<file path="config.mk">
export PLATFORM = sky130hd
export DESIGN_NAME = dds_regctl
export DESIGN_NICKNAME = d
export VERILOG_FILES = /design/src/rtl/dds_regctl_pkg.sv /design/src/rtl/dds_serial_ctl.sv /design/src/rtl/dds_chan_bank.sv /design/src/rtl/dds_regctl.sv
export SDC_FILE = /design/constraint.sdc
export NUM_CORES = 2
export LEC_CHECK = 0
export BUFFER_PORTS_ARGS = -buffer_cell sky130_fd_sc_hd__buf_2
export CAP_MARGIN = 20
export CORE_ASPECT_RATIO = 1.25
export CORE_MARGIN = 2
export CORE_UTILIZATION = 64
export DETAILED_ROUTE_END_ITERATION = 10
export PLACE_DENSITY_LB_ADDON = 0.08
export RECOVER_POWER = 100
export SYNTH_ARGS = -nofsm -noshare
export SYNTH_HDL_FRONTEND = slang
export SYNTH_SLANG_ARGS = --single-unit
</file>
<file path="constraint.sdc">
create_clock -name clk -period 7.5 [get_ports clk]
set_input_delay 0.75 -clock clk [delete_from_list [all_inputs] [get_ports clk]]
set_output_delay 0.75 -clock clk [all_outputs]
set_load 0.05 [all_outputs]
</file>
<file path="src/rtl/dds_regctl_pkg.sv">
package dds_regctl_pkg;

  localparam int ADDR_W     = 5;
  localparam int DATA_W     = 32;
  localparam int ACC_W      = 32;
  localparam int POW_W      = 14;
  localparam int AMP_W      = 10;
  localparam int AMP_EN_BIT = 12;
  localparam int SEL_EN_LSB = 4;
  localparam int FN1_W      = 24;
  localparam int FN2_W      = 16;
  localparam int CHFN_W     = 24;
  localparam int POWREG_W   = 16;
  localparam int AMPREG_W   = 24;
  localparam logic [7:0] SEL_RESET = 8'hF0;

  localparam logic [ADDR_W-1:0] ADR_SEL  = 5'h00;
  localparam logic [ADDR_W-1:0] ADR_FN1  = 5'h01;
  localparam logic [ADDR_W-1:0] ADR_FN2  = 5'h02;
  localparam logic [ADDR_W-1:0] ADR_CHFN = 5'h03;
  localparam logic [ADDR_W-1:0] ADR_FTW  = 5'h04;
  localparam logic [ADDR_W-1:0] ADR_POW  = 5'h05;
  localparam logic [ADDR_W-1:0] ADR_AMP  = 5'h06;

  // control -> datapath strobes
  typedef struct packed {
    logic              wr;
    logic [ADDR_W-1:0] addr;
    logic [DATA_W-1:0] data;
    logic              commit;
  } ctlStrb_t;

  function automatic logic [2:0] regBytes(input logic [ADDR_W-1:0] a);
    case (a)
      ADR_SEL:  regBytes = 3'd1;
      ADR_FN1:  regBytes = 3'd3;
      ADR_FN2:  regBytes = 3'd2;
      ADR_CHFN: regBytes = 3'd3;
      ADR_FTW:  regBytes = 3'd4;
      ADR_POW:  regBytes = 3'd2;
      ADR_AMP:  regBytes = 3'd3;
      default:  regBytes = 3'd1;
    endcase
  endfunction

endpackage

</file>
<file path="src/rtl/dds_serial_ctl.sv">
module dds_serial_ctl
  import dds_regctl_pkg::*;
#(
  parameter int SYNC_DIV = 4
) (
  input  logic              clk,
  input  logic              rst_n,
  input  logic              sclk,
  input  logic              csN,
  input  logic              sdio,
  input  logic              ioUpdate,
  input  logic [DATA_W-1:0] rdData,
  output logic [ADDR_W-1:0] rdAddr,
  output logic              sdo,
  output ctlStrb_t          strb
);

  localparam int CNT_W = $clog2(SYNC_DIV + 1);
  localparam logic [CNT_W-1:0] DIV_FULL = CNT_W'(SYNC_DIV);
  localparam logic [CNT_W-1:0] DIV_LAST = CNT_W'(SYNC_DIV - 1);

  logic              sclkS, sclkP, sdioS, csnS;
  logic [5:0]        bitCnt;
  logic [5:0]        dataBits;
  logic              isRead;
  logic              loadRd;
  logic [ADDR_W-1:0] addrQ;
  logic [DATA_W-1:0] shiftIn;
  logic [DATA_W-1:0] outShift;
  logic [CNT_W-1:0]  hiCnt;

  logic              rise;
  logic [DATA_W-1:0] shiftNext;
  logic [5:0]        lastBit;

  assign rise      = sclkS & ~sclkP & ~csnS;
  assign shiftNext = {shiftIn[DATA_W-2:0], sdioS};
  assign lastBit   = 6'd7 + dataBits;
  assign rdAddr    = addrQ;
  assign sdo       = outShift[DATA_W-1];

  always_ff @(posedge clk or negedge rst_n) begin
    if (!rst_n) begin
      sclkS    <= 1'b0;
      sclkP    <= 1'b0;
      sdioS    <= 1'b0;
      csnS     <= 1'b1;
      bitCnt   <= '0;
      dataBits <= '0;
      isRead   <= 1'b0;
      loadRd   <= 1'b0;
      addrQ    <= '0;
      shiftIn  <= '0;
      outShift <= '0;
      hiCnt    <= '0;
      strb     <= '0;
    end else begin
      sclkS       <= sclk;
      sclkP       <= sclkS;
      sdioS       <= sdio;
      csnS        <= csN;
      strb.wr     <= 1'b0;
      strb.commit <= 1'b0;
      loadRd      <= 1'b0;

      if (csnS) begin
        bitCnt   <= '0;
        isRead   <= 1'b0;
        outShift <= '0;
      end else if (loadRd) begin
        outShift <= rdData << (6'd32 - dataBits);
      end else if (rise) begin
        if (bitCnt < 6'd8) begin
          shiftIn <= shiftNext;
          bitCnt  <= bitCnt + 6'd1;
          if (bitCnt == 6'd7) begin
            isRead   <= shiftNext[7];
            loadRd   <= shiftNext[7];
            addrQ    <= shiftNext[ADDR_W-1:0];
            dataBits <= {regBytes(shiftNext[ADDR_W-1:0]), 3'b000};
          end
        end else if (bitCnt <= lastBit) begin
          bitCnt <= bitCnt + 6'd1;
          if (isRead) begin
            outShift <= outShift << 1;
          end else begin
            shiftIn <= shiftNext;
            if (bitCnt == lastBit) begin
              strb.wr   <= 1'b1;
              strb.addr <= addrQ;
              strb.data <= shiftNext;
            end
          end
        end
      end

      // update strobe must be held for one full sync period
      if (ioUpdate) begin
        if (hiCnt != DIV_FULL) hiCnt <= hiCnt + 1'b1;
        if (hiCnt == DIV_LAST) strb.commit <= 1'b1;
      end else begin
        hiCnt <= '0;
      end
    end
  end

endmodule

</file>
<file path="src/rtl/dds_chan_bank.sv">
module dds_chan_bank
  import dds_regctl_pkg::*;
#(
  parameter int NCH = 4
) (
  input  logic                 clk,
  input  logic                 rst_n,
  input  ctlStrb_t             strb,
  input  logic [ADDR_W-1:0]    rdAddr,
  output logic [DATA_W-1:0]    rdData,
  output logic [NCH*ACC_W-1:0] phaseOut,
  output logic [NCH*AMP_W-1:0] ampOut
);

  localparam int CH_W = (NCH > 1) ? $clog2(NCH) : 1;

  logic [7:0]            selReg;
  logic [FN1_W-1:0]      fn1Sh;
  logic [FN2_W-1:0]      fn2Sh;
  logic [NCH*DATA_W-1:0] chRdFlat;

  always_ff @(posedge clk or negedge rst_n) begin
    if (!rst_n) begin
      selReg <= SEL_RESET;
      fn1Sh  <= '0;
      fn2Sh  <= '0;
    end else if (strb.wr) begin
      case (strb.addr)
        ADR_SEL: selReg <= strb.data[7:0];
        ADR_FN1: fn1Sh  <= strb.data[FN1_W-1:0];
        ADR_FN2: fn2Sh  <= strb.data[FN2_W-1:0];
        default: ;
      endcase
    end
  end

  for (genvar ch = 0; ch < NCH; ch++) begin : gCh
    logic [CHFN_W-1:0]   cfrSh;
    logic [ACC_W-1:0]    ftwSh;
    logic [POWREG_W-1:0] powSh;
    logic [AMPREG_W-1:0] ampSh;
    logic [ACC_W-1:0]    ftwAc;
    logic [POW_W-1:0]    powAc;
    logic                ampEnAc;
    logic [AMP_W-1:0]    ampScAc;
    logic [ACC_W-1:0]    acc;
    logic                chHit;
    logic [DATA_W-1:0]   chRd;

    assign chHit = strb.wr & selReg[SEL_EN_LSB+ch];

    always_ff @(posedge clk or negedge rst_n) begin
      if (!rst_n) begin
        cfrSh   <= '0;
        ftwSh   <= '0;
        powSh   <= '0;
        ampSh   <= '0;
        ftwAc   <= '0;
        powAc   <= '0;
        ampEnAc <= 1'b0;
        ampScAc <= '0;
        acc     <= '0;
      end else begin
        if (chHit) begin
          case (strb.addr)
            ADR_CHFN: cfrSh <= strb.data[CHFN_W-1:0];
            ADR_FTW:  ftwSh <= strb.data[ACC_W-1:0];
            ADR_POW:  powSh <= strb.data[POWREG_W-1:0];
            ADR_AMP:  ampSh <= strb.data[AMPREG_W-1:0];
            default: ;
          endcase
        end
        if (strb.commit) begin
          ftwAc   <= ftwSh;
          powAc   <= powSh[POW_W-1:0];
          ampEnAc <= ampSh[AMP_EN_BIT];
          ampScAc <= ampSh[AMP_W-1:0];
        end
        acc <= acc + ftwAc;
      end
    end

    assign phaseOut[ch*ACC_W +: ACC_W] = acc + {powAc, {(ACC_W-POW_W){1'b0}}};
    assign ampOut[ch*AMP_W +: AMP_W]   = ampEnAc ? ampScAc : {AMP_W{1'b1}};

    always_comb begin
      case (rdAddr)
        ADR_CHFN: chRd = DATA_W'(cfrSh);
        ADR_FTW:  chRd = DATA_W'(ftwSh);
        ADR_POW:  chRd = DATA_W'(powSh);
        ADR_AMP:  chRd = DATA_W'(ampSh);
        default:  chRd = '0;
      endcase
    end

    assign chRdFlat[ch*DATA_W +: DATA_W] = chRd;
  end

  logic            hitAny;
  logic [CH_W-1:0] pick;
  logic [DATA_W-1:0] chosen;

  always_comb begin
    hitAny = 1'b0;
    pick   = '0;
    for (int i = NCH - 1; i >= 0; i--) begin
      if (selReg[SEL_EN_LSB+i]) begin
        hitAny = 1'b1;
        pick   = CH_W'(i);
      end
    end
    chosen = chRdFlat[int'(pick)*DATA_W +: DATA_W];
    case (rdAddr)
      ADR_SEL:  rdData = DATA_W'(selReg);
      ADR_FN1:  rdData = DATA_W'(fn1Sh);
      ADR_FN2:  rdData = DATA_W'(fn2Sh);
      ADR_CHFN, ADR_FTW, ADR_POW, ADR_AMP:
                rdData = hitAny ? chosen : '0;
      default:  rdData = '0;
    endcase
  end

endmodule

</file>
<file path="src/rtl/dds_regctl.sv">
module dds_regctl
  import dds_regctl_pkg::*;
#(
  parameter int NCH      = 4,
  parameter int SYNC_DIV = 4
) (
  input  logic                 clk,
  input  logic                 rst_n,
  input  logic                 sclk,
  input  logic                 csN,
  input  logic                 sdio,
  output logic                 sdo,
  input  logic                 ioUpdate,
  output logic [NCH*ACC_W-1:0] phaseOut,
  output logic [NCH*AMP_W-1:0] ampOut
);

  ctlStrb_t          strb;
  logic [ADDR_W-1:0] rdAddr;
  logic [DATA_W-1:0] rdData;

  dds_serial_ctl #(.SYNC_DIV(SYNC_DIV)) u_ctl (
    .clk      (clk),
    .rst_n    (rst_n),
    .sclk     (sclk),
    .csN      (csN),
    .sdio     (sdio),
    .ioUpdate (ioUpdate),
    .rdData   (rdData),
    .rdAddr   (rdAddr),
    .sdo      (sdo),
    .strb     (strb)
  );

  dds_chan_bank #(.NCH(NCH)) u_bank (
    .clk      (clk),
    .rst_n    (rst_n),
    .strb     (strb),
    .rdAddr   (rdAddr),
    .rdData   (rdData),
    .phaseOut (phaseOut),
    .ampOut   (ampOut)
  );

endmodule

</file>
==> results.cfg <==
[logic_synthesis]
synth-seq-cells = 913
synth_cells = 3788
syn-cell-area_mm2 = 0.04543
synth_cell_types = 87
ys_seq_area_share_pct = 50.31
synth-edff-count = 0
syn_avg_cell_area_um2 = 11.99
synth_nets = 3986
yosys_most_used_dff = dfrtp_1
yosys.area.top_type = dfrtp_1
synth_async_sr_flop_share_pct = 100.0
post-synth-top-count-cell = dfrtp_1
yosysTopAreaCellShare_pct = 50.02
synth_common_cells = dfrtp_1 (908), mux2_2 (679), ha_1 (184), a21oi_1 (178), nand2_1 (164)
synthTopCellsByArea = dfrtp_1 (50%), mux2_2 (17%), ha_1 (5.1%), xnor2_1 (2.1%), a21oi_1 (2.0%)
yosysWarnings = 0

[detailed_routing]
viasPerCell = 6.645
drt_iter0_drc = 3364
routed-wl-met3_um = 10630
drc = 0
first_pass_iters = 9
dr_total_vias = 32230
ant_nets = 0
avgRoutedWirePerCell_um = 28.06
wl_met2_um = 63420
routed.top_layer = met5
wl_met1_um = 52730
routed_wl_um = 136100

[timing]
setup_viol = 0
skew_ns = 0.02511
period_minus_slack_ns = 5.321
timing.fmax_mhz = 187.9
grt_setup_unrepaired = false
fin_crit_sh_pct = 70.95
fin_setup_tns_ns = 0
slew-limit-headroom_pct = -180.5
slew_violations = 1117
hold_viol_final = 0
worstMarginPinSlew_ns = 4.207

[global_routing]
track_usage_pct = 37.34
antenna_found_initial = 7
grt_max_degree = 193
grt_pass1_vias = 32930
overflow = 0
grt_pass1_wl_um = 205400

[clock_network]
insertion_delay_ns = 0.66
cts_buffers = 91
clock_tree.root_cell = clkbuf_16
clock_path_buffers = 3
htree_levels = 3
clkSlewWorstSetupHoldPaths_ns = 0.07
cts.sinks = 913
cts_hold_buffers = 0
cts_resized = 0
cts_tree = done
cts_setup_buffers = 0

[floorplanning]
start_util_pct = 64.43
ios = 175
core-area_mm2 = 0.07051
die_x_um = 242.3
die_y_um = 301.9
dieArea_mm2 = 0.07314
rows = 109

[pwr]
comb_power_share_pct = 2.6
powerDensity_mw_per_mm2 = 203.4
clkPwrFrac_pct = 47.7
power.static_leakage_nw = 24.45
vdd_drop_max_mv = 0.2167
total_power_mw = 10.06
p_switching_mw = 2.197
p_int_mw = 7.864
p_seq_share_pct = 49.7
netSwitchingFraction_pct = 21.84

[worst_hold_path]
hp-class = input pin to asynchronous set/reset pin

[cells_and_area]
syn2layout_area_growth_pct = 8.899
multiInputGateArea_mm2 = 0.02092
drive_above_1_share_pct = 23.05
fin_nets = 4029
fillCellCount = 5149
seq_area_mm2 = 0.02285
final_util_pct = 70.16

[placement]
routabilityCongestion = 0.9938
hpwl_um = 96670
io_buffers = 174

[setup_path]
rr_startpoint = u_ctl.rdAddr[1]
startpoint = u_ctl.rdAddr[1]
worstPathRequired_ns = 8.06
endpoint_kind = flop
crit_type = flop to flop
r2r-end = u_ctl.outShift[14]
rrSetupSlack_ns = 2.18
ff2ff_path_depth = 9
cp_max_fo = 31
critPathLaunchType = flop
cp.arrival_ns = 5.88

[status]
status = complete, but fails checks
violations = max-capacitance violations, max-slew violations

[run]
cap_viol_max_count = 20
critical path: stages (launching register included):
cell      delay [ns]
dfrtp_1         0.72
nor2b_1         0.74
and2_0          1.65
buf_4           0.59
a222oi_1        0.17
and3_1          0.23
a211oi_1        0.53
or4_1           0.21
o21ai_0         0.14
o22ai_1         0.22
power groups by stage:
stage | combinational, mW | clock (mW) | sequential [mW]
2_1_floorplan | 0.130 | 0 | 5.07
3_3_place_gp | 0.254 | 0 | 5.09
3_5_place_dp | 0.263 | 0 | 5.09
4_1_cts | 0.264 | 4.84 | 5.00
5_1_grt | 0.294 | 5.04 | 5.00
6_report | 0.260 | 4.80 | 5.00
area by class of cell:
class | count | area share, %
multi-input combinational | 2519 | 42.29
antenna | 3 | 0.01518
timing repair buffer | 220 | 2.077
inverter | 86 | 0.6526
sequential | 913 | 46.20
clock inverter | 33 | 0.9055
clock buffer | 133 | 5.476
tap | 943 | 2.385
kinds of logic (layout without fill, tap and decap cells):
logic type	Yosys count	count (layout)	share of synthesized area (%)
adder cells (fa/ha/maj)	192	192	5.421
AND/OR/NAND/NOR	645	645	6.947
other	0	3	0
buffers and inverters	356	472	3.677
XOR/XNOR	145	145	2.796
AO/OA/AOI/OAI	767	767	11.65
flip-flops	913	913	50.31
multiplexers	770	770	19.21
placed cells by master, fill, tap and decap left out, types with 20 or more instances in the layout:
| cell | count |
|---|---|
| a211oi_1 | 33 |
| a21o_1 | 62 |
| a21oi_1 | 178 |
| a221oi_1 | 42 |
| a222oi_1 | 57 |
| a22oi_1 | 30 |
| a31oi_1 | 20 |
| and3_1 | 21 |
| buf_4 | 24 |
| clkbuf_1 | 201 |
| clkbuf_16 | 94 |
| clkbuf_8 | 21 |
| dfrtp_1 | 908 |
| ha_1 | 184 |
| inv_1 | 86 |
| mux2_1 | 62 |
| mux2_2 | 671 |
| mux2i_1 | 29 |
| nand2_1 | 164 |
| nand2b_1 | 50 |
| nand3_1 | 72 |
| nor2_1 | 156 |
| nor2b_1 | 33 |
| nor3_1 | 52 |
| o21a_1 | 35 |
| o21ai_0 | 127 |
| o21bai_1 | 21 |
| o22ai_1 | 21 |
| xnor2_1 | 110 |
| xor2_1 | 35 |
how the worst max path moves through the flow:
stage                     slack (ns)                 endpoint  cells past startpoint
after global routing            1.84  u_bank.gCh[1].ampSh[21]                      2
after floorplan                 3.60             phaseOut[63]                      9
final                           2.18       u_ctl.outShift[14]                      9
after detailed placement        3.40       u_ctl.outShift[14]                      9
after CTS                       3.25            phaseOut[127]                     10
after global placement          3.50       u_ctl.outShift[14]                      9
flip-flops by register name, summed over array words and instances, names as in the netlist, 3 cells and up:
| signal | count |
|---|---|
| u_bank.fn1Sh | 24 |
| u_bank.fn2Sh | 16 |
| u_bank.gCh.acc | 128 |
| u_bank.gCh.ampEnAc | 4 |
| u_bank.gCh.ampScAc | 40 |
| u_bank.gCh.ampSh | 96 |
| u_bank.gCh.cfrSh | 96 |
| u_bank.gCh.ftwAc | 128 |
| u_bank.gCh.ftwSh | 128 |
| u_bank.gCh.powAc | 56 |
| u_bank.gCh.powSh | 64 |
| u_bank.selReg | 8 |
| u_ctl.bitCnt | 6 |
| u_ctl.dataBits | 3 |
| u_ctl.hiCnt | 3 |
| u_ctl.outShift | 32 |
| u_ctl.rdAddr | 5 |
| u_ctl.shiftIn | 31 |
| u_ctl.strb | 39 |
stage by stage:
step           hold WS (ns)  std cells  setup WS [ns]  instance area (um^2)
6_report             0.1808       4850          2.179                 49470
3_5_place_dp         0.3697       4680          3.404                 46650
2_1_floorplan        0.3546       3788          3.600                 45430
3_3_place_gp         0.3738       4678          3.502                 46610
5_1_grt              0.2052       4847          1.844                 49460
4_1_cts              0.1914       4846          3.245                 49810
per-layer routing:
| metal | vias to the layer above | GRT usage [%] |
|---|---|---|
| met5 | - | 0 |
| met4 | 6 | 22.28 |
| met3 | 378 | 6.876 |
| met2 | 1448 | 59.99 |
| met1 | 16440 | 47.78 |
| li1 | 13960 | - |
Note: power is estimated with default switching activity, not from simulation.
